## config.mk

```make
export PLATFORM = sky130hd
export DESIGN_NAME = irq_prio_arb
export DESIGN_NICKNAME = d
export VERILOG_FILES = /design/src/rtl/irq_arb_pkg.sv /design/src/rtl/irq_nmi_latch.sv /design/src/rtl/irq_prio_pick.sv /design/src/rtl/irq_vec_mux.sv /design/src/rtl/irq_prio_arb.sv
export SDC_FILE = /design/constraint.sdc
export NUM_CORES = 1
export LEC_CHECK = 0
export BUFFER_PORTS_ARGS = -buffer_cell sky130_fd_sc_hd__buf_2
export CAP_MARGIN = 10
export CORE_MARGIN = 2
export CORE_UTILIZATION = 40
export CTS_CLUSTER_SIZE = 20
export DETAILED_ROUTE_END_ITERATION = 8
export PLACE_DENSITY = 0.78
export SETUP_SLACK_MARGIN = 0.05
export SLEW_MARGIN = 20
export SYNTH_ARGS = -nofsm -noshare
export SYNTH_HDL_FRONTEND = slang
export SYNTH_SLANG_ARGS = --single-unit
```

## constraint.sdc

```tcl
create_clock -name clk_i -period 2.05 [get_ports clk_i]
set_clock_uncertainty 0.1 [all_clocks]
set_input_delay 0.1025 -clock clk_i [delete_from_list [all_inputs] [get_ports clk_i]]
set_output_delay 0.1025 -clock clk_i [all_outputs]
set_load 0.01 [all_outputs]
```

## src/rtl/irq_arb_pkg.sv

```systemverilog
package irq_arb_pkg;
  localparam int unsigned NSRC   = 5;
  localparam int unsigned TYPE_W = 8;

  typedef logic [TYPE_W-1:0] vec_t;

  // bit index equals rank, 0 is most urgent
  typedef enum int unsigned {
    SRC_DIV  = 0,
    SRC_SWI  = 1,
    SRC_NMI  = 2,
    SRC_INTR = 3,
    SRC_STEP = 4
  } src_e;

  localparam vec_t VEC_DIV  = 8'd0;
  localparam vec_t VEC_STEP = 8'd1;
  localparam vec_t VEC_NMI  = 8'd2;
endpackage

```

## src/rtl/irq_nmi_latch.sv

```systemverilog
module irq_nmi_latch (
  input  logic clk_i,
  input  logic rst_ni,
  input  logic pin_i,
  input  logic grant_i,
  output logic pend_o
);
  logic pin_q;
  logic rise;

  assign rise = pin_i & ~pin_q;

  always_ff @(posedge clk_i or negedge rst_ni) begin
    if (!rst_ni) begin
      pin_q  <= 1'b0;
      pend_o <= 1'b0;
    end else begin
      pin_q <= pin_i;
      // a fresh edge outranks the clear from a grant
      if (rise)         pend_o <= 1'b1;
      else if (grant_i) pend_o <= 1'b0;
    end
  end
endmodule

```

## src/rtl/irq_prio_pick.sv

```systemverilog
module irq_prio_pick #(
  parameter int unsigned N = 5
) (
  input  logic [N-1:0] req_i,
  output logic [N-1:0] gnt_o
);
  logic [N:0] blocked;

  assign blocked[0] = 1'b0;

  for (genvar i = 0; i < N; i++) begin : g_rank
    assign gnt_o[i]     = req_i[i] & ~blocked[i];
    assign blocked[i+1] = blocked[i] | req_i[i];
  end
endmodule

```

## src/rtl/irq_vec_mux.sv

```systemverilog
module irq_vec_mux #(
  parameter int unsigned N = 5,
  parameter int unsigned W = 8
) (
  input  logic [N-1:0]        sel_i,
  input  logic [N-1:0][W-1:0] vec_i,
  output logic [W-1:0]        vec_o
);
  logic [N:0][W-1:0] acc;

  assign acc[0] = '0;

  for (genvar i = 0; i < N; i++) begin : g_andor
    assign acc[i+1] = acc[i] | (vec_i[i] & {W{sel_i[i]}});
  end

  assign vec_o = acc[N];
endmodule

```

## src/rtl/irq_prio_arb.sv

```systemverilog
module irq_prio_arb
  import irq_arb_pkg::*;
#(
  parameter int unsigned TW = TYPE_W
) (
  input  logic          clk_i,
  input  logic          rst_ni,
  input  logic          boundary_i,
  input  logic          div_err_i,
  input  logic          swi_req_i,
  input  logic [TW-1:0] swi_type_i,
  input  logic          nmi_i,
  input  logic          intr_i,
  input  logic          intr_en_i,
  input  logic [TW-1:0] intr_type_i,
  input  logic          step_i,
  output logic          svc_o,
  output logic [TW-1:0] svc_type_o,
  output logic [4:0]    svc_src_o
);
  localparam int unsigned N = NSRC;

  logic              nmi_pend;
  logic [N-1:0]      req;
  logic [N-1:0]      gnt;
  logic [N-1:0]      sel;
  logic [N-1:0][TW-1:0] vecs;
  logic [TW-1:0]     vec_win;

  irq_nmi_latch u_nmi (
    .clk_i   (clk_i),
    .rst_ni  (rst_ni),
    .pin_i   (nmi_i),
    .grant_i (sel[SRC_NMI]),
    .pend_o  (nmi_pend)
  );

  always_comb begin
    req            = '0;
    req[SRC_DIV]   = div_err_i;
    req[SRC_SWI]   = swi_req_i;
    req[SRC_NMI]   = nmi_pend;
    req[SRC_INTR]  = intr_i & intr_en_i;
    req[SRC_STEP]  = step_i;
  end

  irq_prio_pick #(.N(N)) u_pick (
    .req_i (req),
    .gnt_o (gnt)
  );

  assign sel = boundary_i ? gnt : '0;

  always_comb begin
    vecs           = '0;
    vecs[SRC_DIV]  = TW'(VEC_DIV);
    vecs[SRC_SWI]  = swi_type_i;
    vecs[SRC_NMI]  = TW'(VEC_NMI);
    vecs[SRC_INTR] = intr_type_i;
    vecs[SRC_STEP] = TW'(VEC_STEP);
  end

  irq_vec_mux #(.N(N), .W(TW)) u_mux (
    .sel_i (sel),
    .vec_i (vecs),
    .vec_o (vec_win)
  );

  always_ff @(posedge clk_i or negedge rst_ni) begin
    if (!rst_ni) begin
      svc_o      <= 1'b0;
      svc_src_o  <= '0;
      svc_type_o <= '0;
    end else begin
      svc_o     <= |sel;
      svc_src_o <= sel;
      if (|sel) svc_type_o <= vec_win;
    end
  end
endmodule

```

==> impl_metrics.toml, run 1 <==
[worst_setup_path]
r2r_cells = 3
cp_max_fo = 9
path_class = "reg -> reg"
endpoint_kind = "register"
arrival_ps = 1950
cp-start-kind = "register"
r2r_end = "svc_type_o[4]"
critPathMaxStageDelay_ps = 480
reg2reg_slack_ps = 170
slowest_stage = "o31ai_4"
timing.rr.start = "u_nmi.pend_o"
cp.required_ps = 2120
worstPathCellList = "or3_1 -> o31ai_4 -> mux2_2"

[yosys]
synth_seq_area_share = 0.544
yosysWarningCount = 0
syn_inst = 63
synth_fp_nets = 88
mappedNetlistArea_sq_um = 736
synth_seq_cells = 16
synth_cell_types = 21
syn_area_per_cell_sq_um = 11.7

[power]
clkPwrFrac = 0.305
p_leak_uw = 0.000541
power_switching_uw = 165
seqPwrFrac = 0.515
internal_power_uw = 503
comb_power_share = 0.180
power_density_nw_per_um2 = 640
power.share.switching = 0.247
ir_drop_mv = 0.350

[sta]
worst_pin_slew_ps = 579
whs_ps = 27.2
layout_min_cycle_time_ps = 1880
tns_ps = 0
final_max_slew_viol_count = 0
rsz0062_at_grt = "no"
timing.final.crit_share = 0.918
max_freq_mhz = 532
setup_viol = 0
maxSlewHeadroom = 0.613
hold_viol = 0

[min_path]
hold_path.class = "in -> reg"
min-delay-start = "intr_en_i"
whs_path_depth = 3
hold_end = "svc_src_o[3]"

[floorplan]
dieArea_sq_um = 2200
die_h_um = 46.9
die_w_um = 46.9
core_sq_um = 1730
rows = 15
io_pins = 39
start_util = 0.426

[drt]
dr.first_iter.drc_count = 13
drcViolationCount = 0
finalWirelength_um = 1760
num_vias = 660
ant_nets = 0
via_per_inst = 4.96
wl_per_cell_um = 13.2
firstDrtPassIters = 4

[cts]
clock_sinks = 16
cts_setup_buffers = 0
htree_levels = 1
cts.path.max_buffers = 2
tritoncts = "done"
root_buffer = "clkbuf_4"
clk-insertion-delay-late_ps = 280
numCtsBuffers = 3
clk_pin_slew_ps = 90

[flow_run]
drv_cap = 0

[place]
place.gp.congestion = 0.723
hpwl_um = 1320
numPortBuffers = 38

[grt]
grt_pass1_wl_um = 2640
first_global_vias = 625
antenna_found_initial = 0
overflow = 0
grt_max_degree = 17
grtUsageTotal = 0.173

[layout]
regArea_sq_um = 400
syn_to_final_growth_pct = 42.0
nNetsFinal = 134
multi_input_area_sq_um = 290
final_util = 0.605
drive_gt1_frac = 0.463
mostFrequentLayoutCell = "buf_2"
nFillCells = 149
diodes = 0
layout_common_cells = "38 x buf_2, 16 x dfrtp_1, 7 x dlygate4sd3_1"

[run_status]
status = "complete, no violations"
-- power groups by stage --
stage,clock (uW),combinational (uW),sequential (uW)
floorplan,0,47.0,358
global placement,0,108,350
detailed placement,0,111,351
CTS,209,121,344
global route,222,134,347
finish,204,120,344
-- worst max-delay path, delay by kind of cell (launching register included) --
kind	cells	cell delay (ps)
muxes	1	390
DFF	1	410
and+or+nand+nor	1	370
AOI/OAI and AO/OA	1	480
-- cell type report --
| cell class | count | share of cell area |
|---|---|---|
| clock buffer | 4 | 0.0347 |
| inverter | 5 | 0.0180 |
| multi-input combinational | 37 | 0.278 |
| sequential | 16 | 0.383 |
| tap | 25 | 0.0299 |
| timing repair buffer | 46 | 0.256 |
-- Yosys cell counts --
| library cell | instances | area (sq um) |
|---|---|---|
| inv_1 | 5 | 18.8 |
| o2bb2ai_1 | 6 | 52.6 |
| clkbuf_1 | 4 | 15.0 |
| buf_6 | 1 | 11.3 |
| dfrtp_1 | 16 | 400 |
| nand3_1 | 1 | 5.00 |
| or3_1 | 1 | 6.26 |
| a32oi_1 | 1 | 8.76 |
| nand2_1 | 3 | 11.3 |
| o31ai_4 | 1 | 21.3 |
| a221o_1 | 1 | 10.0 |
| nor2_1 | 1 | 3.75 |
| a21o_1 | 1 | 7.51 |
| mux2i_1 | 1 | 10.0 |
| nor3_1 | 2 | 10.0 |
| nor3b_1 | 1 | 7.51 |
| o22ai_1 | 1 | 6.26 |
| and2_1 | 3 | 18.8 |
| mux2_2 | 6 | 67.6 |
| nand4_1 | 6 | 37.5 |
| nor2b_1 | 1 | 6.26 |
-- how the worst max path moves through the flow --
stage                       from            end  cells after the start
floorplan           u_nmi.pend_o  svc_type_o[2]                      4
global placement    u_nmi.pend_o  svc_type_o[3]                      3
detailed placement  u_nmi.pend_o  svc_type_o[4]                      3
CTS                 u_nmi.pend_o  svc_type_o[4]                      3
global route        u_nmi.pend_o  svc_type_o[5]                      3
finish              u_nmi.pend_o  svc_type_o[4]                      3
-- state kept, by name, indices dropped and copies added, names as in the netlist --
| register | cells |
|---|---|
| svc_type_o | 8 |
| svc_src_o | 5 |
| svc_o | 1 |
| u_nmi.pend_o | 1 |
| u_nmi.pin_q | 1 |
-- metrics by stage --
stage	area, sq um	worst slack, ps	cells	power, uW
after global placement	938	242	122	458
after CTS	1040	155	133	674
after global routing	1040	107	133	702
final	1040	169	133	668
after floorplan	736	249	63	405
after detailed placement	938	173	122	461
-- repair_timing --
| item | in CTS | in global routing |
|---|---|---|
| hold buffers | 7 | 0 |
| endpoints found under the hold margin | 23 | 0 |
| resized for setup | 0 | 0 |
-- layer usage --
layer / up-vias / share of wire / GRT usage
met4: 0 / 0.017 / 0.0778
met3: 4 / 0.061 / 0.0500
met5: - / 0 / 0
met2: 25 / 0.49 / 0.277
met1: 310 / 0.43 / 0.216
li1: 321 / - / -
-- cell families after synthesis --
kind of cell / after synthesis / share of synthesized area
and+or+nand+nor: 19 / 0.145
buffers and inverters: 10 / 0.0612
AOI/OAI and AO/OA: 11 / 0.145
DFF: 16 / 0.544
muxes: 7 / 0.105
(Power assumes the default switching activity.)
==> run 2, diff against run 1 <==
--- a/config.mk
+++ b/config.mk
@@ -5,13 +5,14 @@
 export SDC_FILE = /design/constraint.sdc
 export NUM_CORES = 1
 export LEC_CHECK = 0
+export ABC_AREA = 1
 export BUFFER_PORTS_ARGS = -buffer_cell sky130_fd_sc_hd__buf_2
 export CAP_MARGIN = 10
 export CORE_MARGIN = 2
 export CORE_UTILIZATION = 40
 export CTS_CLUSTER_SIZE = 20
 export DETAILED_ROUTE_END_ITERATION = 8
-export PLACE_DENSITY = 0.78
+export PLACE_DENSITY = 0.73
 export SETUP_SLACK_MARGIN = 0.05
 export SLEW_MARGIN = 20
 export SYNTH_ARGS = -nofsm -noshare
==> run 2 against run 1 <==
Against the previous run: sequential power barely moved; hold slack got worse by 22 ps; combinational power fell by 5%; area after synthesis fell by 2.2%; largest power group unchanged.
==> impl_metrics.toml, run 2 <==
[run_status]
status = "complete, no violations"

[yosys]
synth_seq_cells = 16
synthTopCellsByArea = "dfrtp_1 56%, nand2_1 16%, a21boi_1 6.3%, inv_1 5.7%, nor2_4 4.7%"
yosysWarningCount = 0
mappedNetlistArea_sq_um = 719
synth_edf_count = 0
synth_seq_area_share = 0.557
netlist_top_cells_count = "30 x nand2_1, 16 x dfrtp_1, 11 x inv_1, 6 x a21boi_1, 3 x nor2_4"
syn_area_per_cell_sq_um = 9.22
synth_cell_types = 16
async_flop_share = 1.00
synth.most_common_cell = "nand2_1"
yosys.area.top_type_share = 0.557
synth_fp_nets = 103
yosys.area.top_type = "dfrtp_1"
syn_inst = 78
ys.flop_type = "dfrtp_1"

[cts]
tritoncts = "done"
clk-insertion-delay-late_ps = 270
cts.path.max_buffers = 2
clock_sinks = 16
root_buffer = "clkbuf_4"
cts_setup_buffers = 0
htree_levels = 1
cts_resized = 0
clk_pin_slew_ps = 100
numCtsBuffers = 3

[power]
ir_drop_mv = 0.349
p_leak_uw = 0.000654
power_density_nw_per_um2 = 619
finalPower_uw = 662

[floorplan]
dieArea_sq_um = 2150
core_sq_um = 1710
start_util = 0.421
rows = 15
die_h_um = 46.4
die_w_um = 46.4
io_pins = 39

[sta]
rsz0062_at_grt = "no"
max_freq_mhz = 783
timing.final.crit_share = 0.623
maxSlewHeadroom = 0.769
worst_pin_slew_ps = 346
layout_min_cycle_time_ps = 1280
setup_viol = 0
setup_ws_ps = 773
tns_ps = 0
final_max_slew_viol_count = 0
hold_viol = 0

[drt]
via_per_inst = 4.25
firstDrtPassIters = 2
wl_per_cell_um = 10.0
dr.first_iter.drc_count = 3
num_vias = 655
drcViolationCount = 0
finalWirelength_um = 1550
ant_nets = 0

[grt]
grt_pass1_wl_um = 2450
first_global_vias = 624
grt_max_degree = 17
grtUsageTotal = 0.160
antenna_found_initial = 0
overflow = 0

[place]
numPortBuffers = 38
place.gp.congestion = 0.738
dpl_worst_slack_ps = 895
hpwl_um = 1150
place_area_sq_um = 933

[layout]
syn_to_final_growth_pct = 48.7
diodes = 0
layout_common_cells = "38 x buf_2, 30 x nand2_1, 16 x dfrtp_1"
final_util = 0.626
drive_gt1_frac = 0.380
top_regs = "svc_type_o: 8 flops, svc_src_o: 5 flops"
fin_area_sq_um = 1070
largest_reg_flops = 8
nNetsFinal = 155
top_register = "svc_type_o"
mostFrequentLayoutCell = "buf_2"

[min_path]
hold_path.class = "in -> reg"

[worst_setup_path]
cp-start-kind = "primary input"
arrival_ps = 1400
cp_max_fo = 9
path_class = "in -> reg"
cp.required_ps = 2170
endpoint_kind = "register"

[flow_run]
drv_cap = 0
## run 2: cell count changes after synthesis, sizes merged, moves of 3 or more
cell     change
a21boi       +6
and2         -3
clkbuf       -4
inv          +6
mux2         -6
nand2       +29
nand4        -5
nor2         +4
o2bb2ai      -6
## run 2: logic make-up after synthesis
kind of cell / synth area share
simple gates: 0.275
flops: 0.557
buf+inv: 0.0678
compound gates: 0.101
## run 2: metal layers
layer / up-vias / share of wire / GRT usage
li1: 341 / - / -
met1: 295 / 0.43 / 0.192
met2: 19 / 0.53 / 0.289
met3: 0 / 0.035 / 0.0118
met4: 0 / 0 / 0.0686
met5: - / 0 / 0
## run 2: final timing paths
check                         startpoint             to  slack (ps)  cells past startpoint
setup / recovery               div_err_i  svc_type_o[1]         770                      7
setup reg to reg            u_nmi.pend_o  svc_type_o[1]         890                      5
min in group asynchronous         rst_ni  svc_type_o[2]         150                      2
hold / removal             swi_type_i[0]  svc_type_o[0]           5                      5
hold reg to reg              u_nmi.pin_q   u_nmi.pend_o         340                      1
max in group asynchronous         rst_ni   svc_src_o[2]        1450                      2
## run 2: repair_timing
item,CTS,global route
hold buffers,10,0
endpoints found under the setup margin,0,0
endpoints found under the hold margin,27,0
## run 2: stage by stage
| step | hold WS, ps | std cells |
|---|---|---|
| 3_5_place_dp | -65.9 | 140 |
| 6_report | 5.26 | 154 |
| 5_1_grt | 25.7 | 154 |
| 3_3_place_gp | -76.6 | 140 |
| 2_1_floorplan | -293 | 78 |
| 4_1_cts | 1.50 | 154 |
## run 2: critical path, stage by stage
cell and delay (ps):
dlygate4sd3_1 530, buf_2 160, nor2_4 110, nand2_4 80, o21ai_4 250, nand2_1 80, nand2_1 80
## run 2: power breakdown
| group | internal (uW) | leakage, uW | total (uW) | switching [uW] |
|---|---|---|---|---|
| clock network | 108 | 0.0000210 | 206 | 97.8 |
| logic | 54.4 | 0.000425 | 114 | 59.5 |
| registers | 334 | 0.000208 | 342 | 8.16 |
| total | 497 | 0.000654 | 662 | 165 |
## run 2: area by class of cell
type | instances | area [sq um]
Clock buffer | 4 | 36.3
Timing Repair Buffer | 48 | 290
Inverter | 11 | 41.3
Fill cell | 147 | 638
Multi-Input combinational cell | 50 | 270
Sequential cell | 16 | 400
Tap cell | 25 | 31.3
==> run 3, diff against run 2 <==
==> constraint.sdc (replaced) <==
create_clock -name clk_i -period 1.3 [get_ports clk_i]
set_clock_uncertainty 0.1 [all_clocks]
set_input_delay 0.065 -clock clk_i [delete_from_list [all_inputs] [get_ports clk_i]]
set_output_delay 0.065 -clock clk_i [all_outputs]
set_load 0.01 [all_outputs]
==> run 3 against run 2 <==
Against the previous run: the run now ends with negative hold slack left; count of clock-buffer cells in the layout unchanged; non-clock buffer count up 10; sequential cell count unchanged; sequential share of layout area down 3.6 points; combinational power up 87%; critical path depth unchanged; hold slack worse by 9.4 ps; final cell count up 7.1%; power up 62%.
==> impl_metrics.toml, run 3 (synthesized netlist as in run 2, its figures left out) <==
[cts]
clk_pin_slew_ps = 90
tritoncts = "done"
numCtsBuffers = 3
htree_levels = 1
clock_sinks = 16
cts.path.max_buffers = 2
clk-insertion-delay-late_ps = 280
root_buffer = "clkbuf_4"

[sta]
worst_pin_slew_ps = 356
max_freq_mhz = 832
layout_min_cycle_time_ps = 1200
timing.final.crit_share = 0.924
final_max_slew_viol_count = 0
setup_ws_ps = 98.6
maxSlewHeadroom = 0.763
tns_ps = 0
hold_viol = 1
rsz0062_at_grt = "yes"
setup_viol = 0
whs_ps = -4.18

[grt]
grt_max_degree = 17
overflow = 0
first_global_vias = 706
grt_pass1_wl_um = 2730
antenna_found_initial = 0
grtUsageTotal = 0.180

[power]
finalPower_uw = 1070
ir_drop_mv = 0.531
power_density_nw_per_um2 = 906
p_leak_uw = 0.000698

[layout]
drive_gt1_frac = 0.364
largest_reg_flops = 8
syn_to_final_growth_pct = 64.7
top_regs = "svc_type_o: 8 flops, svc_src_o: 5 flops"
layout_common_cells = "37 x buf_2, 30 x nand2_1, 20 x dlygate4sd3_1"
nNetsFinal = 166
top_register = "svc_type_o"
mostFrequentLayoutCell = "buf_2"
diodes = 0

[floorplan]
die_h_um = 46.4
core_sq_um = 1710
dieArea_sq_um = 2150
die_w_um = 46.4
io_pins = 39
start_util = 0.421
rows = 15

[worst_setup_path]
endpoint_kind = "register"
cp-start-kind = "primary input"
cp.required_ps = 1420
path_class = "in -> reg"
cp_max_fo = 5
arrival_ps = 1320

[place]
dpl_worst_slack_ps = 145
hpwl_um = 1150
numPortBuffers = 38
place.gp.congestion = 0.738

[drt]
ant_nets = 0
wl_per_cell_um = 11.1
finalWirelength_um = 1840
num_vias = 727
via_per_inst = 4.41
dr.first_iter.drc_count = 8
drcViolationCount = 0
firstDrtPassIters = 4

[run_status]
status = "finished with violations"
violations = "negative hold slack"

[min_path]
hold_path.class = "in -> reg"

[flow_run]
drv_cap = 0
==> run 3: worst max-delay path: stages <==
cell and delay, ps:
dlygate4sd3_1 540, buf_2 140, nand2_1 80, nand2_1 130, o21ai_4 220, nand2_1 70, nand2_1 70
==> run 3: cell type report <==
| cell class | instances | area, sq um |
|---|---|---|
| clock buffers | 4 | 36.3 |
| inverters | 11 | 41.3 |
| flip-flops and latches | 16 | 400 |
| well taps | 25 | 31.3 |
| fillers | 138 | 523 |
| repair buffers | 58 | 397 |
| multi-input cells | 51 | 279 |
==> run 3: through the flow <==
step                utilization  instance area, sq um  std cells  hold WS (ps)
finish                    0.694                  1180        165         -4.18
global route              0.694                  1180        165          1.07
CTS                       0.685                  1170        164          5.25
detailed placement        0.547                   933        140          -103
global placement          0.547                   933        140          -114
floorplan                     -                   719         78          -331
==> run 3: worst paths after layout <==
| kind | slack [ps] | to | from | depth (start not counted) |
|---|---|---|---|---|
| setup / recovery | 100 | svc_type_o[1] | intr_i | 7 |
| hold / removal | -4 | svc_type_o[7] | swi_type_i[7] | 4 |
| setup reg to reg | 170 | svc_type_o[1] | u_nmi.pend_o | 5 |
| hold reg to reg | 340 | u_nmi.pend_o | u_nmi.pin_q | 1 |
| max in group asynchronous | 720 | svc_src_o[2] | rst_ni | 2 |
| min in group asynchronous | 120 | svc_type_o[2] | rst_ni | 2 |
==> run 3: timing repair <==
| action | in CTS | in global routing |
|---|---|---|
| endpoints found under the hold margin | 29 | 0 |
| setup endpoints to repair | 0 | 8 |
| buffers inserted | 0 | 0 |
| hold buffers | 20 | 0 |
| gates resized for setup | 0 | 4 |
==> run 3: report_power, final <==
group	leakage [uW]	switching, uW	internal (uW)	total, uW
Combinational	0.000469	104	109	213
Clock	0.0000210	150	170	320
Sequential	0.000208	14.4	527	541
Total	0.000698	268	806	1070
==> run 3: routing by layer <==
metal  global-route usage  wire [um]  part of all wire
met1                0.192        720              0.39
met2                0.347       1010              0.55
met3               0.0118         83             0.045
met4               0.0914         25             0.014
met5                    0          0                 0
